$ cat config.mk
export PLATFORM = sky130hd
export DESIGN_NAME = wake_evt_ctrl
export DESIGN_NICKNAME = d
export VERILOG_FILES = /design/src/rtl/wk_pkg.sv /design/src/rtl/wk_sync_edge.sv /design/src/rtl/wk_w1c_bank.sv /design/src/rtl/wake_evt_ctrl.sv
export SDC_FILE = /design/constraint.sdc
export NUM_CORES = 1
export LEC_CHECK = 0
export BUFFER_PORTS_ARGS = -buffer_cell sky130_fd_sc_hd__buf_4
export CELL_PAD_IN_SITES_DETAIL_PLACEMENT = 1
export CELL_PAD_IN_SITES_GLOBAL_PLACEMENT = 1
export CORE_ASPECT_RATIO = 0.75
export CORE_MARGIN = 2
export CORE_UTILIZATION = 47
export CTS_BUF_LIST = sky130_fd_sc_hd__clkbuf_8
export DETAILED_ROUTE_END_ITERATION = 8
export PLACE_DENSITY_LB_ADDON = 0.1
export SYNTH_ARGS = -nofsm -noshare
export SYNTH_HDL_FRONTEND = slang
export SYNTH_SLANG_ARGS = --single-unit
$ cat constraint.sdc
create_clock -name clk -period 3.6 [get_ports clk]
set_clock_uncertainty 0.05 [all_clocks]
set_input_delay 0.9 -clock clk [delete_from_list [all_inputs] [get_ports clk]]
set_output_delay 0.9 -clock clk [all_outputs]
set_load 0.1 [all_outputs]
$ cat src/rtl/wk_pkg.sv
package wk_pkg;
   localparam int DATA_W = 8;
   localparam int ADDR_W = 4;

   localparam logic [ADDR_W-1:0] OFS_GSTAT = 4'h0;
   localparam logic [ADDR_W-1:0] OFS_GEN   = 4'h4;
   localparam logic [ADDR_W-1:0] OFS_WAKE1 = 4'h8;
   localparam logic [ADDR_W-1:0] OFS_WAKE2 = 4'h9;
   localparam logic [ADDR_W-1:0] OFS_MASK1 = 4'hA;
   localparam logic [ADDR_W-1:0] OFS_MASK2 = 4'hB;
endpackage

$ cat src/rtl/wk_sync_edge.sv
module wk_sync_edge #(
   parameter int W      = 8,
   parameter int STAGES = 2
) (
   input  logic         clk,
   input  logic         rst_n,
   input  logic [W-1:0] din,
   output logic [W-1:0] rise
);
   if (STAGES < 2) begin : g_bad_stages
      $error("wk_sync_edge: STAGES must be at least 2");
   end
   if (W < 1) begin : g_bad_width
      $error("wk_sync_edge: W must be at least 1");
   end

   logic [W-1:0] stg [STAGES];
   logic [W-1:0] last_q;

   always_ff @(posedge clk or negedge rst_n) begin
      if (!rst_n) begin
         for (int i = 0; i < STAGES; i++) stg[i] <= '0;
         last_q <= '0;
      end else begin
         stg[0] <= din;
         for (int i = 1; i < STAGES; i++) stg[i] <= stg[i-1];
         last_q <= stg[STAGES-1];
      end
   end

   assign rise = stg[STAGES-1] & ~last_q;

   // each edge yields a pulse of exactly one cycle per bit
   p_rise_one_cycle_r2: assert property (@(posedge clk) disable iff (!rst_n)
      (rise != '0) |=> ((rise & $past(rise)) == '0));
endmodule

$ cat src/rtl/wk_w1c_bank.sv
module wk_w1c_bank #(
   parameter int W = 8
) (
   input  logic         clk,
   input  logic         rst_n,
   input  logic [W-1:0] set,
   input  logic [W-1:0] clr,
   output logic [W-1:0] q
);
   if (W < 1) begin : g_bad_width
      $error("wk_w1c_bank: W must be at least 1");
   end

   for (genvar i = 0; i < W; i++) begin : g_bit
      always_ff @(posedge clk or negedge rst_n) begin
         if (!rst_n) q[i] <= 1'b0;
         else        q[i] <= set[i] | (q[i] & ~clr[i]);
      end

      p_set_wins_r4: assert property (@(posedge clk) disable iff (!rst_n)
         set[i] |=> q[i]);
      p_clear_r3: assert property (@(posedge clk) disable iff (!rst_n)
         (clr[i] && !set[i]) |=> !q[i]);
      p_hold_r3: assert property (@(posedge clk) disable iff (!rst_n)
         (!set[i] && !clr[i]) |=> $stable(q[i]));
   end
endmodule

$ cat src/rtl/wake_evt_ctrl.sv
module wake_evt_ctrl
   import wk_pkg::*;
#(
   parameter int N1          = 8,
   parameter int N2          = 4,
   parameter int SYNC_STAGES = 2
) (
   input  logic              clk,
   input  logic              sb_rst_n,
   input  logic              main_rst_n,
   input  logic              bus_we,
   input  logic [ADDR_W-1:0] bus_addr,
   input  logic [DATA_W-1:0] bus_wdata,
   output logic [DATA_W-1:0] bus_rdata,
   input  logic [N1-1:0]     gp1_pin,
   input  logic [N2-1:0]     gp2_pin,
   output logic              pme_n
);
   if (N1 < 1 || N1 > DATA_W) begin : g_bad_n1
      $error("wake_evt_ctrl: N1 must lie in 1..DATA_W");
   end
   if (N2 < 1 || N2 > DATA_W) begin : g_bad_n2
      $error("wake_evt_ctrl: N2 must lie in 1..DATA_W");
   end

   logic          wr_ok;
   logic [N1-1:0] rise1, clr1, wake1, mask1;
   logic [N2-1:0] rise2, clr2, wake2, mask2;
   logic          gstat, gen, gset, gclr;

   assign wr_ok = bus_we & main_rst_n;

   wk_sync_edge #(.W(N1), .STAGES(SYNC_STAGES)) u_sync1 (
      .clk(clk), .rst_n(sb_rst_n), .din(gp1_pin), .rise(rise1));
   wk_sync_edge #(.W(N2), .STAGES(SYNC_STAGES)) u_sync2 (
      .clk(clk), .rst_n(sb_rst_n), .din(gp2_pin), .rise(rise2));

   assign clr1 = (wr_ok && bus_addr == OFS_WAKE1) ? bus_wdata[N1-1:0] : '0;
   assign clr2 = (wr_ok && bus_addr == OFS_WAKE2) ? bus_wdata[N2-1:0] : '0;

   wk_w1c_bank #(.W(N1)) u_bank1 (
      .clk(clk), .rst_n(sb_rst_n), .set(rise1), .clr(clr1), .q(wake1));
   wk_w1c_bank #(.W(N2)) u_bank2 (
      .clk(clk), .rst_n(sb_rst_n), .set(rise2), .clr(clr2), .q(wake2));

   assign gset = (|(wake1 & mask1)) | (|(wake2 & mask2));
   assign gclr = wr_ok && bus_addr == OFS_GSTAT && bus_wdata[0];

   always_ff @(posedge clk or negedge sb_rst_n) begin
      if (!sb_rst_n) begin
         gstat <= 1'b0;
         gen   <= 1'b0;
         mask1 <= '0;
         mask2 <= '0;
         pme_n <= 1'b1;
      end else begin
         gstat <= gset | (gstat & ~gclr);
         if (wr_ok && bus_addr == OFS_GEN)   gen   <= bus_wdata[0];
         if (wr_ok && bus_addr == OFS_MASK1) mask1 <= bus_wdata[N1-1:0];
         if (wr_ok && bus_addr == OFS_MASK2) mask2 <= bus_wdata[N2-1:0];
         pme_n <= ~(gstat & gen);
      end
   end

   always_comb begin
      bus_rdata = '0;
      case (bus_addr)
         OFS_GSTAT: bus_rdata[0]      = gstat;
         OFS_GEN:   bus_rdata[0]      = gen;
         OFS_WAKE1: bus_rdata[N1-1:0] = wake1;
         OFS_WAKE2: bus_rdata[N2-1:0] = wake2;
         OFS_MASK1: bus_rdata[N1-1:0] = mask1;
         OFS_MASK2: bus_rdata[N2-1:0] = mask2;
         default:   bus_rdata         = '0;
      endcase
   end

   p_gstat_set_r5: assert property (@(posedge clk) disable iff (!sb_rst_n)
      gset |=> gstat);
   p_gstat_clear_r6: assert property (@(posedge clk) disable iff (!sb_rst_n)
      (gclr && !gset) |=> !gstat);
   p_pme_on_r7: assert property (@(posedge clk) disable iff (!sb_rst_n)
      (gstat && gen) |=> !pme_n);
   p_pme_off_r7: assert property (@(posedge clk) disable iff (!sb_rst_n)
      !(gstat && gen) |=> pme_n);
   p_reserved_zero_r8: assert property (@(posedge clk) disable iff (!sb_rst_n)
      (bus_addr inside {[4'h1:4'h3], [4'h5:4'h7]}) |-> bus_rdata == '0);
   p_hold_in_main_rst_r9: assert property (@(posedge clk) disable iff (!sb_rst_n)
      !main_rst_n |=> ($stable(gen) && $stable(mask1) && $stable(mask2)));
endmodule

==> results.cfg, run 1 <==
[run_status]
status = finished, final reports clean

[timing]
setup_viol = 0
rsz0062_at_grt = no
hold_viol_final = 0
max_slew.worst_pin.slew_ns = 0.763
max_freq_ghz = 0.324
finalCritPeriodShare = 0.856
fin_crit_ns = 3.08
maxSlewViolCount = 0
maxSlewHeadroom = 0.489

[route]
wl_um = 4880
vias = 1435
drc = 0
wl_per_cell_um = 18.7
drt_first_iter_violations = 74
avgViaCountPerCell = 5.50
detail-route-antenna-nets = 0
drt-pass1-iter-count = 4

[clock_tree]
clockRootBuffer = clkbuf_8
post_cts_buffers = 0
cts_tree = built
clk_path_buf_depth = 2
cts_made_buffers = 9
cts_resized = 0
clk_latency_ns = 0.34
clk_pin_slew_worst_paths_ns = 0.07
clock-sinks = 63
cts-htree-levels = 3
ctsHoldBuffers = 0

[critical_path]
slowest_stage = or2_2
reg2reg_from = u_bank2.q[2]
r2r_cells = 3
path_cells = buf_4 -> or2b_1 -> or2_2 -> nor2_1 -> buf_4
crit_required_ns = 2.65
rr_endpoint = gstat
cp-startpoint = bus_addr[2]
critPathKind = in -> out
arrival_ns = 2.13
start_kind = primary input
cp_common_cell = buf_4
reg2reg_setup_slack_ns = 2.34
cp-end-kind = output port
critPathMaxStageDelay_ns = 0.35
critPathMaxFanout = 5

[placed_design]
port_buffers = 36
dp_hpwl_um = 3350
dpl.cell_count = 245
gp_congestion = 0.774

[final_layout]
fill_cells = 474
final_common_cell = dfrtp_1
postLayoutCoreUtil = 0.594
layout_common_cells = dfrtp_1 (62), buf_4 (36), a22o_1 (15), nand3_1 (13), inv_1 (12)
drive_above_1_share = 0.373
antenna_cells = 0
final_cells = 261
nNetsFinal = 224
areaGrowthSynthToFinish_pct = 22.7

[yosys]
synth_cells = 153
yosysUniqueCellTypes = 25
syn_nets = 181
synth_compound_area_frac = 0.0747
postSynthAreaPerCell_sq_um = 15.3
yosysSeqAreaShare = 0.673
ys_seq_elements = 63
synth_top_family_by_area = multiplexers
syn_area_sq_um = 2350
synthAdderAreaFrac = 0
yosysWarnings = 0
synthSimpleGateAreaFrac = 0.0848
synth-xor-area-share = 0
synthMuxAreaShare = 0.137

[global_routing]
antenna_found_initial = 0
grt_start_max_net_pins = 64
grt_pass1_vias = 1598
grt_overflow = 0
grt_pass1_wl_um = 8230
gr-usage-all-layers = 0.202

[die]
coreArea_sq_um = 4840
pin_count = 37
die_h_um = 65.2
start_util = 0.484
fp-row-count = 22
die_area_sq_um = 5580
die_w_um = 85.6

[power]
leakagePower_uw = 0.00136
power_density_nw_per_um2 = 560
max-vdd-ir-drop_mv = 0.321

[hold_path]
hp-start = u_sync2.stg[6]
whs_endpoint = u_sync2.stg[2]
hp-class = reg -> reg
hold_path_depth = 0

[job]
cap_violations = 0
## logic make-up after synthesis
logic type,after synthesis
flip-flops,63
AND/OR/NAND/NOR,32
AO/OA/AOI/OAI,20
multiplexers,22
buffers and inverters,16
## routing by layer
metal	global-route usage	vias to the layer above	routed length, um
li1	-	631	-
met1	0.268	756	2280
met2	0.313	39	2280
met3	0.0791	9	266
met4	0.0536	0	59
met5	0	-	0
## where the power goes
group / total, uW / switching [uW] / internal (uW)
registers: 800 / 36.1 / 764
logic: 212 / 116 / 96.0
clock network: 601 / 281 / 320
## flip-flops by register name (all words and copies together) (netlist names)
signal and count:
u_bank2.q 4, mask2 4, gstat 1, pme_n 1, u_sync1.stg 16, u_sync2.last_q 4
mask1 8, u_bank1.q 8, gen 1, u_sync1.last_q 8, u_sync2.stg 8
## critical path: cells and delay by family
| kind | cells | cell delay [ns] |
|---|---|---|
| buf+inv | 2 | 0.43 |
| simple gates | 3 | 0.79 |
## stage by stage
stage | hold slack [ns] | cell area [sq um] | setup WS (ns) | total power [uW] | TNS [ns]
floorplan | 0.281 | 2360 | -0.0898 | 948 | -0.605
global placement | 0.283 | 2680 | 0.597 | 1010 | 0
detailed placement | 0.286 | 2680 | 0.506 | 1030 | 0
CTS | 0.300 | 2880 | 0.514 | 1630 | 0
global route | 0.307 | 2880 | 0.452 | 1680 | 0
finish | 0.296 | 2880 | 0.518 | 1610 | 0
## synthesized netlist by cell type, drive strengths merged
master	count	area [sq um]
a221oi	3	26.3
nand2	1	3.75
mux4	4	90.1
nand4	1	6.26
inv	12	45.0
dfstp	1	26.3
nand3b	1	20.0
dfrtp	62	1550
nor2b	4	25.0
or2b	1	7.51
nand2b	2	12.5
and4b	1	11.3
mux2i	5	50.1
or2	1	6.26
mux2	13	180
o41ai	2	17.5
nand3	13	65.1
and3b	1	8.76
or4b	1	13.8
nor2	5	18.8
a22o	15	131
buf	4	28.8
## final cells by class
type	instances	area (sq um)	area share
sequential	63	1580	0.548
multi-input combinational	74	713	0.248
timing repair buffer	36	270	0.0939
clock buffer	9	124	0.0430
tap	60	75.1	0.0261
clock inverter	7	72.6	0.0252
inverter	12	45.0	0.0157
## worst max-delay path by stage
stage                     depth (start not counted)  slack (ns)           end
after floorplan                                   3       -0.09  bus_rdata[4]
after global placement                            5        0.60  bus_rdata[4]
after detailed placement                          5        0.51  bus_rdata[7]
after CTS                                         5        0.51  bus_rdata[7]
after global routing                              5        0.45  bus_rdata[7]
final                                             5        0.52  bus_rdata[7]
(Power assumes the default switching activity.)
==> inputs of run 2 (changes only) <==
==> constraint.sdc (replaced) <==
create_clock -name clk -period 3.6 [get_ports clk]
set_clock_uncertainty 0.05 [all_clocks]
set_input_delay 0.9 -clock clk [delete_from_list [all_inputs] [get_ports clk]]
set_output_delay 0.9 -clock clk [all_outputs]
set_load 0.02 [all_outputs]
==> run 2 against run 1 <==
Compared with the run above: non-clock buffer count is the same; sequential cell count unchanged; largest cell class unchanged; core utilization is 0.16 points higher; combinational power decreased by 24%; first-iteration DRC count decreased by 16%; maximum frequency up 6.1%; die area did not move; worst hold slack gained 0.0038 ns; final area grew 0.26%; via count is 2.1% lower; cell count did not move.
==> results.cfg, run 2 (synthesized netlist as in run 1, its figures left out) <==
[die]
die_h_um = 65.2
die_area_sq_um = 5580
fp-row-count = 22
start_util = 0.484
pin_count = 37
coreArea_sq_um = 4840
die_w_um = 85.6

[clock_tree]
ctsHoldBuffers = 0
clockRootBuffer = clkbuf_8
post_cts_buffers = 0
clock-sinks = 63
cts-htree-levels = 3
clk_path_buf_depth = 2
cts_resized = 0
cts_tree = built
cts_made_buffers = 9
clk_latency_ns = 0.34
clk_pin_slew_worst_paths_ns = 0.07

[critical_path]
cp_common_cell = buf_4
cp-end-kind = output port
start_kind = primary input
critPathMaxStageDelay_ns = 0.35
slowest_stage = or2_2
arrival_ns = 1.96
critPathKind = in -> out
critPathMaxFanout = 5
path_cells = buf_4 -> or2b_1 -> or2_2 -> nor2_1 -> buf_4
crit_required_ns = 2.65

[final_layout]
nNetsFinal = 224
final_cells = 261
antenna_cells = 0
top_register = u_sync1.stg
final_common_cell = dfrtp_1
postLayoutCoreUtil = 0.596
layout_common_cells = dfrtp_1 (62), buf_4 (36), a22o_1 (15), inv_1 (13), nand3_1 (13)
areaGrowthSynthToFinish_pct = 23.0
drive_above_1_share = 0.363
largest_reg_flops = 16

[placed_design]
dpl.cell_count = 245
port_buffers = 36
gp_congestion = 0.780
dp_slack_ns = 0.692
dp_hpwl_um = 3130

[route]
drt-pass1-iter-count = 5
drc = 0
wl_um = 4540
vias = 1405
avgViaCountPerCell = 5.38
drt_first_iter_violations = 62
detail-route-antenna-nets = 0
wl_per_cell_um = 17.4

[timing]
holdWs_ns = 0.300
max_freq_ghz = 0.344
finalCritPeriodShare = 0.807
rsz0062_at_grt = no
fin_crit_ns = 2.91
maxSlewHeadroom = 0.474
setup_viol = 0
hold_viol_final = 0
setup_slack_ns = 0.694
fin_tns_setup_ns = 0
maxSlewViolCount = 0
max_slew.worst_pin.slew_ns = 0.785

[power]
seq_power_share = 0.489
switchingPower_uw = 367
max-vdd-ir-drop_mv = 0.347
swShare = 0.225
power_density_nw_per_um2 = 565
comb_power_share = 0.099
p_clk_frac = 0.411
leakagePower_uw = 0.00137
p_int_uw = 1260

[hold_path]
hp-class = reg -> reg

[job]
cap_violations = 0

[global_routing]
gr-usage-all-layers = 0.189
grt_start_max_net_pins = 64
grt_pass1_vias = 1552
grt_pass1_wl_um = 7700
grt_overflow = 0
antenna_found_initial = 0

[run_status]
status = finished, final reports clean
## run 2: cell count changes in the layout (fill, tap and decap cells not counted), sizes merged
| cell | change |
|---|---|
| clkinv | -1 |
| clkbuf | +1 |
| clkinvlp | -1 |
| bufinv | +1 |
## run 2: stage by stage
stage                     instance area (sq um)  total power, uW
after floorplan                            2350              900
after global placement                     2660              967
after detailed placement                   2660              976
after CTS                                  2890             1660
after global routing                       2890             1710
final                                      2890             1630
## run 2: power groups by stage
stage	clock (uW)	sequential, uW	combinational, uW
2_1_floorplan	0	802	97.5
5_1_grt	721	805	179
3_3_place_gp	0	808	160
4_1_cts	692	798	166
3_5_place_dp	0	811	165
6_report	671	798	162
## run 2: critical path: cells and delay by family
family        cells  cell delay (ns)
buf+inv           2             0.28
simple gates      3             0.78
## run 2: final cells by class
| class | instances | area (sq um) |
|---|---|---|
| Clock buffer | 10 | 138 |
| Clock inverter | 6 | 85.1 |
| Fill cell | 473 | 1960 |
| Inverter | 12 | 45.0 |
| Multi-Input combinational cell | 74 | 694 |
| Sequential cell | 63 | 1580 |
| Tap cell | 60 | 75.1 |
| Timing Repair Buffer | 36 | 270 |
## run 2: final timing paths
kind | start | endpoint | slack [ns] | cells after the start
setup / recovery | bus_addr[2] | bus_rdata[5] | 0.69 | 5
hold / removal | u_sync1.stg[14] | u_sync1.stg[6] | 0.30 | 0
min in group asynchronous | sb_rst_n | u_sync1.stg[11] | 0.58 | 1
max in group asynchronous | sb_rst_n | gen | 2.42 | 1
hold reg to reg | u_sync1.stg[14] | u_sync1.stg[6] | 0.30 | 0
setup reg to reg | u_bank1.q[0] | gstat | 2.40 | 3
## run 2: per-layer routing
metal,part of all wire,up-vias,routed length [um],track usage
met3,0.059,2,269,0.0791
li1,-,635,-,-
met5,0,-,0,0
met1,0.47,733,2130,0.251
met4,0.0015,0,7,0.0536
met2,0.47,35,2140,0.287
==> inputs of run 3 (changes only) <==
==> constraint.sdc (replaced) <==
create_clock -name clk -period 3 [get_ports clk]
set_clock_uncertainty 0.05 [all_clocks]
set_input_delay 0.75 -clock clk [delete_from_list [all_inputs] [get_ports clk]]
set_output_delay 0.75 -clock clk [all_outputs]
set_load 0.02 [all_outputs]
==> run 3 against run 2 <==
Compared with the run above: sequential share of layout area rose by 0.21 points; clock power rose by 11%; non-clock buffer count rose by 1; global-route usage grew 1.1 points; worst hold slack better by 0.0023 ns; setup slack got worse by 0.30 ns; sequential power grew 20%; count of clock-buffer cells in the layout decreased by 1; total power grew 16%; combinational power increased by 20%; critical path type unchanged; critical endpoint is now bus_rdata[7]; largest cell class unchanged.
==> results.cfg, run 3 (synthesized netlist as in run 1, its figures left out) <==
[timing]
finalCritPeriodShare = 0.869
fin_crit_ns = 2.61
fin_tns_setup_ns = 0
maxSlewViolCount = 0
rsz0062_at_grt = no
setup_viol = 0
hold_viol_final = 0
max_freq_ghz = 0.383
max_slew.worst_pin.slew_ns = 0.753
maxSlewHeadroom = 0.498
setup_slack_ns = 0.392

[power]
switchingPower_uw = 479
power_density_nw_per_um2 = 661
power_uw = 1900
p_clk_frac = 0.392
leakagePower_uw = 0.00136
p_int_uw = 1420
seq_power_share = 0.505
swShare = 0.252
max-vdd-ir-drop_mv = 0.331
comb_power_share = 0.103

[critical_path]
critPathMaxStageDelay_ns = 0.35
critPathMaxFanout = 5
slowest_stage = or2_2
cp-end-kind = output port
crit_required_ns = 2.20
cp_common_cell = buf_4
cp-startpoint = bus_addr[2]
arrival_ns = 1.81
path_cells = buf_4 -> or2b_1 -> or2_2 -> nor2_1 -> buf_4
start_kind = primary input
reg2reg_from = u_bank2.q[1]
critPathKind = in -> out

[global_routing]
grt_pass1_vias = 1594
grt_pass1_wl_um = 8110
grt_overflow = 0
gr-usage-all-layers = 0.200
antenna_found_initial = 0
grt_start_max_net_pins = 64

[final_layout]
areaGrowthSynthToFinish_pct = 22.5
final_common_cell = dfrtp_1
nNetsFinal = 225
top_register = u_sync1.stg
antenna_cells = 0
layout_common_cells = dfrtp_1 (62), buf_4 (37), a22o_1 (15), nand3_1 (13), inv_1 (12)
largest_reg_flops = 16
drive_above_1_share = 0.371

[route]
drc = 0
drt_first_iter_violations = 58
vias = 1451
avgViaCountPerCell = 5.54
detail-route-antenna-nets = 0
wl_um = 4720
wl_per_cell_um = 18.0
drt-pass1-iter-count = 4

[die]
die_area_sq_um = 5580
die_w_um = 85.6
die_h_um = 65.2
coreArea_sq_um = 4840
pin_count = 37
fp-row-count = 22
start_util = 0.484

[clock_tree]
cts-htree-levels = 3
clock-sinks = 63
cts_tree = built
ctsHoldBuffers = 0
clk_path_buf_depth = 2
cts_made_buffers = 9
cts_resized = 0
clk_latency_ns = 0.35
post_cts_buffers = 0
clockRootBuffer = clkbuf_8
clk_pin_slew_worst_paths_ns = 0.08

[hold_path]
hp-start = u_sync1.stg[15]
hp-class = reg -> reg

[run_status]
status = finished, final reports clean

[placed_design]
port_buffers = 36
gp_congestion = 0.781
dp_slack_ns = 0.393
dp_hpwl_um = 3180

[job]
cap_violations = 0
==> run 3: per-layer routing <==
metal | global-route usage | up-vias | wire [um]
met1 | 0.271 | 775 | 2140
met3 | 0.0653 | 9 | 242
met2 | 0.288 | 31 | 2240
met5 | 0 | - | 0
met4 | 0.109 | 0 | 91
li1 | - | 636 | -
==> run 3: worst max-delay path: cells and delay by family <==
| family | cells | cell delay (ns) |
|---|---|---|
| AND/OR/NAND/NOR | 3 | 0.77 |
| buffers and inverters | 2 | 0.28 |
==> run 3: layout make-up <==
cell class | instances | area [sq um]
clock buffer | 9 | 124
clock inverter | 7 | 80.1
fill | 483 | 1970
inverter | 12 | 45.0
multi-input combinational | 74 | 694
sequential | 63 | 1580
tap | 60 | 75.1
timing repair buffer | 37 | 278
==> run 3: path summary, 6_finish.rpt <==
check | end | slack, ns | cells after the start
hold / removal | u_sync1.stg[7] | 0.30 | 0
hold reg to reg | u_sync1.stg[7] | 0.30 | 0
max in group asynchronous | u_sync1.last_q[4] | 1.98 | 1
setup / recovery | bus_rdata[7] | 0.39 | 5
min in group asynchronous | u_sync1.last_q[3] | 0.43 | 1
setup reg to reg | gstat | 1.76 | 3
==> run 3: stage by stage <==
step | hold WS, ns | utilization | std cells | cell area (sq um)
CTS | 0.303 | 0.593 | 262 | 2870
floorplan | 0.281 | - | 153 | 2350
finish | 0.302 | 0.593 | 262 | 2870
global route | 0.308 | 0.593 | 262 | 2870
global placement | 0.282 | 0.551 | 246 | 2670
detailed placement | 0.288 | 0.551 | 246 | 2670
==> run 3: power by group through the flow <==
| stage | Clock, uW | Combinational (uW) | Sequential (uW) |
|---|---|---|---|
| 3_5_place_dp | 0 | 197 | 974 |
| 2_1_floorplan | 0 | 117 | 963 |
| 5_1_grt | 807 | 215 | 967 |
| 6_report | 745 | 195 | 959 |
| 4_1_cts | 765 | 199 | 959 |
| 3_3_place_gp | 0 | 192 | 969 |
